[src/rtl/clkseq_pkg.sv]
package clkseq_pkg;

  typedef enum logic {
    SEL_RATIO = 1'b0,
    SEL_DIV   = 1'b1
  } reg_sel_e;

  // Post-divide factor for a divider select code.
  function automatic logic [2:0] div_factor(input logic [1:0] code);
    logic [2:0] f;
    case (code)
      2'd2:    f = 3'd2;
      2'd3:    f = 3'd1;
      default: f = 3'd4;
    endcase
    return f;
  endfunction

endpackage

[src/rtl/clkseq_regs.sv]
module clkseq_regs
  import clkseq_pkg::*;
#(
  parameter int RATIO_W   = 5,
  parameter int DIV_W     = 2,
  parameter int DATA_W    = 8,
  parameter int RATIO_MAX = 18
) (
  input  logic               clk,
  input  logic               hard_rst,
  input  logic               prot_en,
  input  logic               wr_en,
  input  logic               wr_sel,
  input  logic [DATA_W-1:0]  wr_data,
  input  logic               lock_ok,
  output logic [RATIO_W-1:0] ratio_q,
  output logic [DIV_W-1:0]   div_q,
  output logic               err_q,
  output logic               ratio_load
);

  localparam logic [RATIO_W-1:0] RMAX = RATIO_W'(RATIO_MAX);

  logic [RATIO_W-1:0] ratio_val;
  logic [DIV_W-1:0]   div_val;
  logic               wr_gate;
  logic               ratio_try;
  logic               ratio_bad;
  logic               div_ok;

  always_comb begin
    ratio_val  = wr_data[RATIO_W-1:0];
    div_val    = wr_data[DIV_W-1:0];
    wr_gate    = wr_en && prot_en;
    ratio_try  = wr_gate && (wr_sel == SEL_RATIO) && (div_q == '0);
    ratio_load = ratio_try && (ratio_val <= RMAX);
    ratio_bad  = ratio_try && (ratio_val > RMAX);
    div_ok     = wr_gate && (wr_sel == SEL_DIV) && ((div_val == '0) || lock_ok);
  end

  always_ff @(posedge clk) begin
    if (hard_rst) begin
      ratio_q <= '0;
      div_q   <= '0;
      err_q   <= 1'b0;
    end else begin
      if (ratio_load) ratio_q <= ratio_val;
      if (ratio_bad)  err_q   <= 1'b1;
      if (div_ok)     div_q   <= div_val;
    end
  end

endmodule

[src/rtl/clkseq_lock.sv]
module clkseq_lock #(
  parameter int LOCK_CYCLES = 100000
) (
  input  logic clk,
  input  logic hard_rst,
  input  logic start,
  output logic locked
);

  localparam int CNT_W = (LOCK_CYCLES > 1) ? $clog2(LOCK_CYCLES) : 1;

  generate
    if (LOCK_CYCLES == 0) begin : g_instant
      always_ff @(posedge clk) begin
        if (hard_rst) locked <= 1'b1;
        else          locked <= 1'b1;
      end
    end else begin : g_timer
      localparam logic [CNT_W-1:0] LAST = CNT_W'(LOCK_CYCLES - 1);
      logic [CNT_W-1:0] cnt;

      always_ff @(posedge clk) begin
        if (hard_rst) begin
          cnt    <= '0;
          locked <= 1'b1;
        end else if (start) begin
          cnt    <= '0;
          locked <= 1'b0;
        end else if (!locked) begin
          if (cnt == LAST) locked <= 1'b1;
          else             cnt    <= cnt + 1'b1;
        end
      end
    end
  endgenerate

endmodule

[src/rtl/clkseq_out.sv]
module clkseq_out
  import clkseq_pkg::*;
#(
  parameter int RATIO_W = 5,
  parameter int DIV_W   = 2,
  parameter int DATA_W  = 8
) (
  input  logic               clk,
  input  logic               hard_rst,
  input  logic               soft_rst,
  input  logic [RATIO_W-1:0] ratio_q,
  input  logic [DIV_W-1:0]   div_q,
  input  logic               err_q,
  input  logic               lock_q,
  input  logic               rd_sel,
  output logic [DATA_W-1:0]  rd_data,
  output logic [RATIO_W-1:0] mult_code,
  output logic [DIV_W-1:0]   div_code,
  output logic [2:0]         eff_div,
  output logic               bypass,
  output logic               locked,
  output logic               err_flag
);

  logic [DATA_W-1:0] rd_next;

  always_comb begin
    rd_next = '0;
    if (rd_sel == SEL_RATIO) begin
      rd_next[RATIO_W-1:0] = ratio_q;
    end else begin
      rd_next[DIV_W-1:0]  = div_q;
      rd_next[DATA_W-2]   = lock_q;
      rd_next[DATA_W-1]   = err_q;
    end
  end

  always_ff @(posedge clk) begin
    if (hard_rst || soft_rst) rd_data <= '0;
    else                      rd_data <= rd_next;
  end

  always_ff @(posedge clk) begin
    if (hard_rst) begin
      mult_code <= '0;
      div_code  <= '0;
      eff_div   <= 3'd4;
      bypass    <= 1'b1;
      locked    <= 1'b1;
      err_flag  <= 1'b0;
    end else begin
      mult_code <= ratio_q;
      div_code  <= div_q;
      eff_div   <= div_factor(div_q);
      bypass    <= (ratio_q == '0);
      locked    <= lock_q;
      err_flag  <= err_q;
    end
  end

endmodule

[src/rtl/clkseq_ctrl.sv]
module clkseq_ctrl
  import clkseq_pkg::*;
#(
  parameter int RATIO_W     = 5,
  parameter int DIV_W       = 2,
  parameter int DATA_W      = 8,
  parameter int RATIO_MAX   = 18,
  parameter int LOCK_CYCLES = 100000
) (
  input  logic               clk,
  input  logic               rst_ext,
  input  logic               rst_wdog,
  input  logic               rst_dbg,
  input  logic               rst_mclk,
  input  logic               prot_en,
  input  logic               wr_en,
  input  logic               wr_sel,
  input  logic [DATA_W-1:0]  wr_data,
  input  logic               rd_sel,
  output logic [DATA_W-1:0]  rd_data,
  output logic [RATIO_W-1:0] mult_code,
  output logic [DIV_W-1:0]   div_code,
  output logic [2:0]         eff_div,
  output logic               bypass,
  output logic               locked,
  output logic               err_flag
);

  logic               hard_rst;
  logic               soft_rst;
  logic [RATIO_W-1:0] ratio_q;
  logic [DIV_W-1:0]   div_q;
  logic               err_q;
  logic               ratio_load;
  logic               lock_q;

  assign hard_rst = rst_ext || rst_wdog;
  assign soft_rst = rst_dbg || rst_mclk;

  clkseq_regs #(
    .RATIO_W  (RATIO_W),
    .DIV_W    (DIV_W),
    .DATA_W   (DATA_W),
    .RATIO_MAX(RATIO_MAX)
  ) u_regs (
    .clk       (clk),
    .hard_rst  (hard_rst),
    .prot_en   (prot_en),
    .wr_en     (wr_en),
    .wr_sel    (wr_sel),
    .wr_data   (wr_data),
    .lock_ok   (lock_q),
    .ratio_q   (ratio_q),
    .div_q     (div_q),
    .err_q     (err_q),
    .ratio_load(ratio_load)
  );

  clkseq_lock #(
    .LOCK_CYCLES(LOCK_CYCLES)
  ) u_lock (
    .clk     (clk),
    .hard_rst(hard_rst),
    .start   (ratio_load),
    .locked  (lock_q)
  );

  clkseq_out #(
    .RATIO_W(RATIO_W),
    .DIV_W  (DIV_W),
    .DATA_W (DATA_W)
  ) u_out (
    .clk      (clk),
    .hard_rst (hard_rst),
    .soft_rst (soft_rst),
    .ratio_q  (ratio_q),
    .div_q    (div_q),
    .err_q    (err_q),
    .lock_q   (lock_q),
    .rd_sel   (rd_sel),
    .rd_data  (rd_data),
    .mult_code(mult_code),
    .div_code (div_code),
    .eff_div  (eff_div),
    .bypass   (bypass),
    .locked   (locked),
    .err_flag (err_flag)
  );

endmodule

[config.mk]
export PLATFORM = sky130hd
export DESIGN_NAME = clkseq_ctrl
export DESIGN_NICKNAME = d
export VERILOG_FILES = /design/src/rtl/clkseq_pkg.sv /design/src/rtl/clkseq_regs.sv /design/src/rtl/clkseq_lock.sv /design/src/rtl/clkseq_out.sv /design/src/rtl/clkseq_ctrl.sv
export SDC_FILE = /design/constraint.sdc
export NUM_CORES = 1
export LEC_CHECK = 0
export ABC_CLOCK_PERIOD_IN_PS = 3100
export BUFFER_PORTS_ARGS = -buffer_cell sky130_fd_sc_hd__buf_2
export CELL_PAD_IN_SITES_DETAIL_PLACEMENT = 0
export CELL_PAD_IN_SITES_GLOBAL_PLACEMENT = 1
export CORE_UTILIZATION = 43
export CTS_BUF_LIST = sky130_fd_sc_hd__clkbuf_4
export DETAILED_ROUTE_END_ITERATION = 7
export PLACE_DENSITY_LB_ADDON = 0.1
export SLEW_MARGIN = 25
export SYNTH_ARGS = -nofsm -noshare
export SYNTH_HDL_FRONTEND = slang
export SYNTH_SLANG_ARGS = --single-unit
[constraint.sdc]
create_clock -name clk -period 3.1 [get_ports clk]
set_clock_uncertainty 0.15 [all_clocks]
set_input_delay 0.31 -clock clk [delete_from_list [all_inputs] [get_ports clk]]
set_output_delay 0.31 -clock clk [all_outputs]
set_load 0.005 [all_outputs]
# Word level (Yosys, flattened, before mapping)
# Index checks and enable logic that the tools add are counted.
[totals]
reg_bits = 47
latchBits = 0
mem_bits_rw = 0
romBits = 0
inputBits = 17
out_inout_bits = 21
memories = 0
[classes]
addsub = 1
n_mul = 0
div_mod_pow = 0
n_lt_le_gt_ge = 2
n_eq_ne = 3
shifts = 0
mux = 5
n_bitwise = 4
n_reduce_logical = 18
[ops]
columns = ["operator", "n"]
rows = [
  ["$add A17 B1 Y17 const B", 1],
  ["$eq A17 B17 Y1 const B", 1],
  ["$logic_and A1 B1 Y1", 7],
  ["$pmux W3 S2", 1],
  ["$reduce_or A2 Y1", 3],
  ["$gt A5 B5 Y1 const B", 1],
  ["$le A5 B5 Y1 const B", 1],
  ["$logic_not A5 Y1", 1],
  ["$eq A2 B2 Y1 const B", 2],
  ["$logic_not A2 Y1", 2],
  ["$logic_or A1 B1 Y1", 4],
  ["$not A1 Y1", 4],
  ["$mux W1", 3],
  ["$mux W2", 1],
  ["$reduce_and A2 Y1", 1],
]

# Depth between registers and ports, before layout
[depth]
word_depth = 5
ltp_mapped = 6

# Hierarchy
# Synthesis repeated with hierarchy kept, for this count alone.
[unflattened]
hier_cells = 194
area_unflattened_um2 = 1891.8
[by_module_without_submodules]
columns = ["mod", "n_inst", "cells_per_inst", "area_each_um2", "seq_area_each_um2"]
rows = [
  ["clkseq_lock", 1, 105, 943.4, 360.3],
  ["clkseq_out", 1, 48, 575.6, 400.4],
  ["clkseq_regs", 1, 39, 360.3, 160.2],
  ["clkseq_ctrl", 1, 2, 12.5, 0.0],
]

# Worst setup path after synthesis
# No wires, ideal clock.
[synth_path]
path_kind = "flip-flop to flip-flop"
startpoint = "register u_lock.g_timer.cnt[0]"
endpoint = "register u_lock.g_timer.cnt[14]"
t_arrival_ns = 1.701
slack_ns = 1.183
stages_incl_launch_ff = 6
path_buffers = 0
path_cell_list = "dfxtp_1 ha_1 nand4_4 or3_4 or4_4 a21oi_2"
[synth_via]
elab_chain_cells = 3
elab_cells_between_ends = 4
[synth_lines]
columns = ["item", "line", "source"]
rows = [
  ["start: declaration", "clkseq_lock.sv:20", "logic [CNT_W-1:0] cnt;"],
  ["start signal: assignment", "clkseq_lock.sv:31", "else cnt <= cnt + 1'b1;"],
  ["branches (longest 3 deep; another with $add A17 B1 Y17)", "-", ""],
]
# Several ways; the timed one is not identified.
# A chain may end at the register's enable or synchronous reset.

# Worst setup path in the final report
[layout_path]
startpoint = "register u_regs.div_q[0]"
endpoint = "register u_lock.g_timer.cnt[3]"
[layout_via]
elab_chain_cells = 4
[layout_lines]
columns = ["item", "line", "source"]
rows = [
  ["start: declaration", "clkseq_regs.sv:17", "output logic [DIV_W-1:0] div_q,"],
  ["start signal: assignment", "clkseq_regs.sv:49", "if (div_ok) div_q <= div_val;"],
  ["$logic_not A2 Y1", "clkseq_regs.sv:35", "ratio_try = wr_gate && (wr_sel == SEL_RATIO) && (div_q == '0);"],
  ["$logic_and A1 B1 Y1", "clkseq_regs.sv:35", ""],
  ["$logic_and A1 B1 Y1", "clkseq_regs.sv:36", "ratio_load = ratio_try && (ratio_val <= RMAX);"],
  ["$reduce_or A2 Y1 (no line)", "-", ""],
]
# No other way between the ends.

==> impl_results.md <==
- Min-delay worst type: input pin to flop
- Synthesized area per cell: 9.87 sq um
- # diodes: 0
- Total Die Area: 4460 sq um
- Mapped Area: 1810 sq um
- Most frequent cell after synthesis: dfxtp_1
- CP arrival: 2.29 ns
- Maximum vdd ir drop: 0.331 mV
- Fin crit share: 71.6%
- CP Launch Type: flop
- Min-delay src: wr_data[2]
- First-pass GRT wire length: 5840 microns
- Sequential share of the synthesized area: 51.0%
- Max_slew headroom: 55.5%
- Pleak: 0.000832 uW
- Vias in the first global route: 1354
- Postcts setup bufs: 0
- Final hold slack: 0.0559 ns
- Synth area leaders: dfxtp_1, nor2_1, mux2i_1, xnor2_1, and2_1
- # H-tree levels: 2
- Area grow syn2layout: 16.8%
- Post-cts resize count: 0
- Nets: 238
- Combinational share of power: 3.9%
- Row cnt: 23
- Setup TNS: 0 ns
- Root buffer cell: clkbuf_4
- CTS tree: built
- Pwr/cell area: 472 nW/um^2
- Initial DRC Count: 49
- Fin. Hold Viols: 0
- Clk sinks: 46
- Hold_buf cts: 0
- Sequential share of power: 59.8%
- Drt pass-1 iters: 4
- Post-synthesis register bit count: 46
- Clock Power Share: 36.3%
- FF+latch area: 921 sq um
- Post-synth EDFFs: 0
- PortBufs: 33
- Max-Cap Viols: 0
- Initial antenna violation count: 0
- P_int: 789 uW
- Final setup violation count: 0
- Critical Path RT: 3.17 ns
- Area of the multi-input gates: 837 sq um
- Total GRT Usage: 17.9%
- DP Worst Slack: 0.803 ns
- Core area: 4030 sq um
- Vias/cell: 5.26
- Cell count after synthesis: 183
- Longest Clk Path Bufs: 2
- Design area: 2110 sq um
- Ys Warns: 0
- Layout cells sized above 1: 22.6%
- Die width: 66.8 microns
- Least-Margin Pin Slew: 0.667 ns
- Switching Share: 20.9%
- Kind of end point of the critical path: flop
- Final HPWL DP: 2600 microns
- Maximum fanout along the worst path: 17
- Area share of the leading cell type in the synthesized netlist: 51.0%
- Initial Util: 44.8%
- Inst Count DP: 261
- Main synth FF type: dfxtp_1
- Drc violations: 0
- Post-synthesis cell type with the largest combined area: dfxtp_1
- Outcome: complete, no violations
- Number of fill cells: 379
- Commonest cells post-synth: dfxtp_1, nor2_1, nor3_1
- Drt total wl: 3530 microns
- Worst Setup SP: u_regs.div_q[0]
- GP Congestion: 0.811
- Clock-pin slew on the worst setup and hold paths: 0.13 ns
- Final std cells w/o fill: 271
- RR Startpoint: u_regs.div_q[0]
- Yosys cell types: 43
- Synth Net Count: 201
- Num CTS Buffers: 5
- Num ports: 38
- Async SR Flop Fraction: 0%
- Wirelength per Cell: 13.0 microns
- P_sw: 208 uW
- Peak Freq: 451 MHz
- Final min period: 2.22 ns
- Antenna Nets Post-Route: 0
- Die Y: 66.8 microns
- Clock Latency Late Sink: 0.35 ns
- Vias: 1425
- Dpl cell area: 2010 sq um
- Largest net degree at the start of global routing: 18
- Setup WS post-layout: 0.881 ns
- RSZ-0062 raised after global routing: false
- Slew Limit Fails: 0
- Total congestion overflow: 0
- Critical path class: flop to flop
## flip-flops by register name, summed over array words and instances (netlist names), 2 cells and up
register and count:
u_out.div_code 2, u_out.eff_div 3, u_regs.div_q 2, u_lock.g_timer.cnt 17
u_out.rd_data 7, u_out.mult_code 5, u_regs.ratio_q 5
## critical path: stages, from the launching register on
cell and delay, ns:
dfxtp_1 0.38, or3_1 0.45, a211oi_4 0.37, nand2b_1 0.60
nor3_1 0.13
## per-stage QoR
step | util (%) | power [uW]
after detailed placement | 49.8 | 647
after CTS | 51.9 | 1000
after global placement | 49.8 | 646
final | 52.4 | 997
after global routing | 52.4 | 1040
after floorplan | - | 631
## area by class of cell
class	count	share of cell area [%]
clock buffer	6	2.13
clock inverter	2	1.78
inverter	4	0.711
multi-input combinational	127	39.7
sequential	46	43.6
tap	50	2.96
timing repair buffer	36	9.13
## metal layers
| metal | vias up | track usage [%] | wire length [microns] |
|---|---|---|---|
| met4 | 0 | 10.1 | 94 |
| li1 | 715 | - | - |
| met5 | - | 0 | 0 |
| met1 | 669 | 18.8 | 1420 |
| met2 | 32 | 31.2 | 1880 |
| met3 | 9 | 5.65 | 134 |
## final timing paths
kind / to / slack (ns) / depth (start not counted)
worst max-delay path: u_lock.g_timer.cnt[3] / 0.88 / 4
worst min-delay path: u_regs.ratio_q[2] / 0.06 / 3
worst max register to register: u_lock.g_timer.cnt[3] / 0.88 / 4
worst min register to register: u_out.err_flag / 0.35 / 1
## power by group through the flow
stage | clock [uW] | combinational [uW] | sequential, uW
after floorplan | 0 | 22.8 | 608
after global placement | 0 | 36.9 | 609
after detailed placement | 0 | 37.7 | 609
after CTS | 370 | 37.9 | 596
after global routing | 403 | 43.5 | 597
final | 362 | 38.5 | 596
## cell families (layout without fill, tap and decap cells)
| group | Yosys count | count (layout) | synth area share, % |
|---|---|---|---|
| multiplexers | 8 | 8 | 4.43 |
| flip-flops | 46 | 46 | 51.0 |
| adder cells (fa/ha/maj) | 1 | 1 | 0.692 |
| XOR/XNOR | 9 | 9 | 4.36 |
| buffers and inverters | 10 | 48 | 2.70 |
| AND/OR/NAND/NOR | 90 | 90 | 29.8 |
| AO/OA/AOI/OAI | 18 | 18 | 6.86 |
| other | 1 | 1 | 0.208 |
## cell usage in the layout (no fill, tap or decap), types with 3 or more instances in the layout
| master | count |
|---|---|
| a21oi_1 | 5 |
| and2_1 | 10 |
| and3_1 | 3 |
| buf_2 | 33 |
| clkbuf_4 | 6 |
| dfxtp_1 | 46 |
| inv_1 | 4 |
| mux2i_1 | 8 |
| nand2_1 | 5 |
| nand3_1 | 3 |
| nand4_1 | 3 |
| nor2_1 | 26 |
| nor3_1 | 11 |
| nor4_1 | 4 |
| o21ai_1 | 3 |
| or3_1 | 6 |
| xnor2_1 | 9 |
Note: power is estimated with default switching activity, not from simulation.
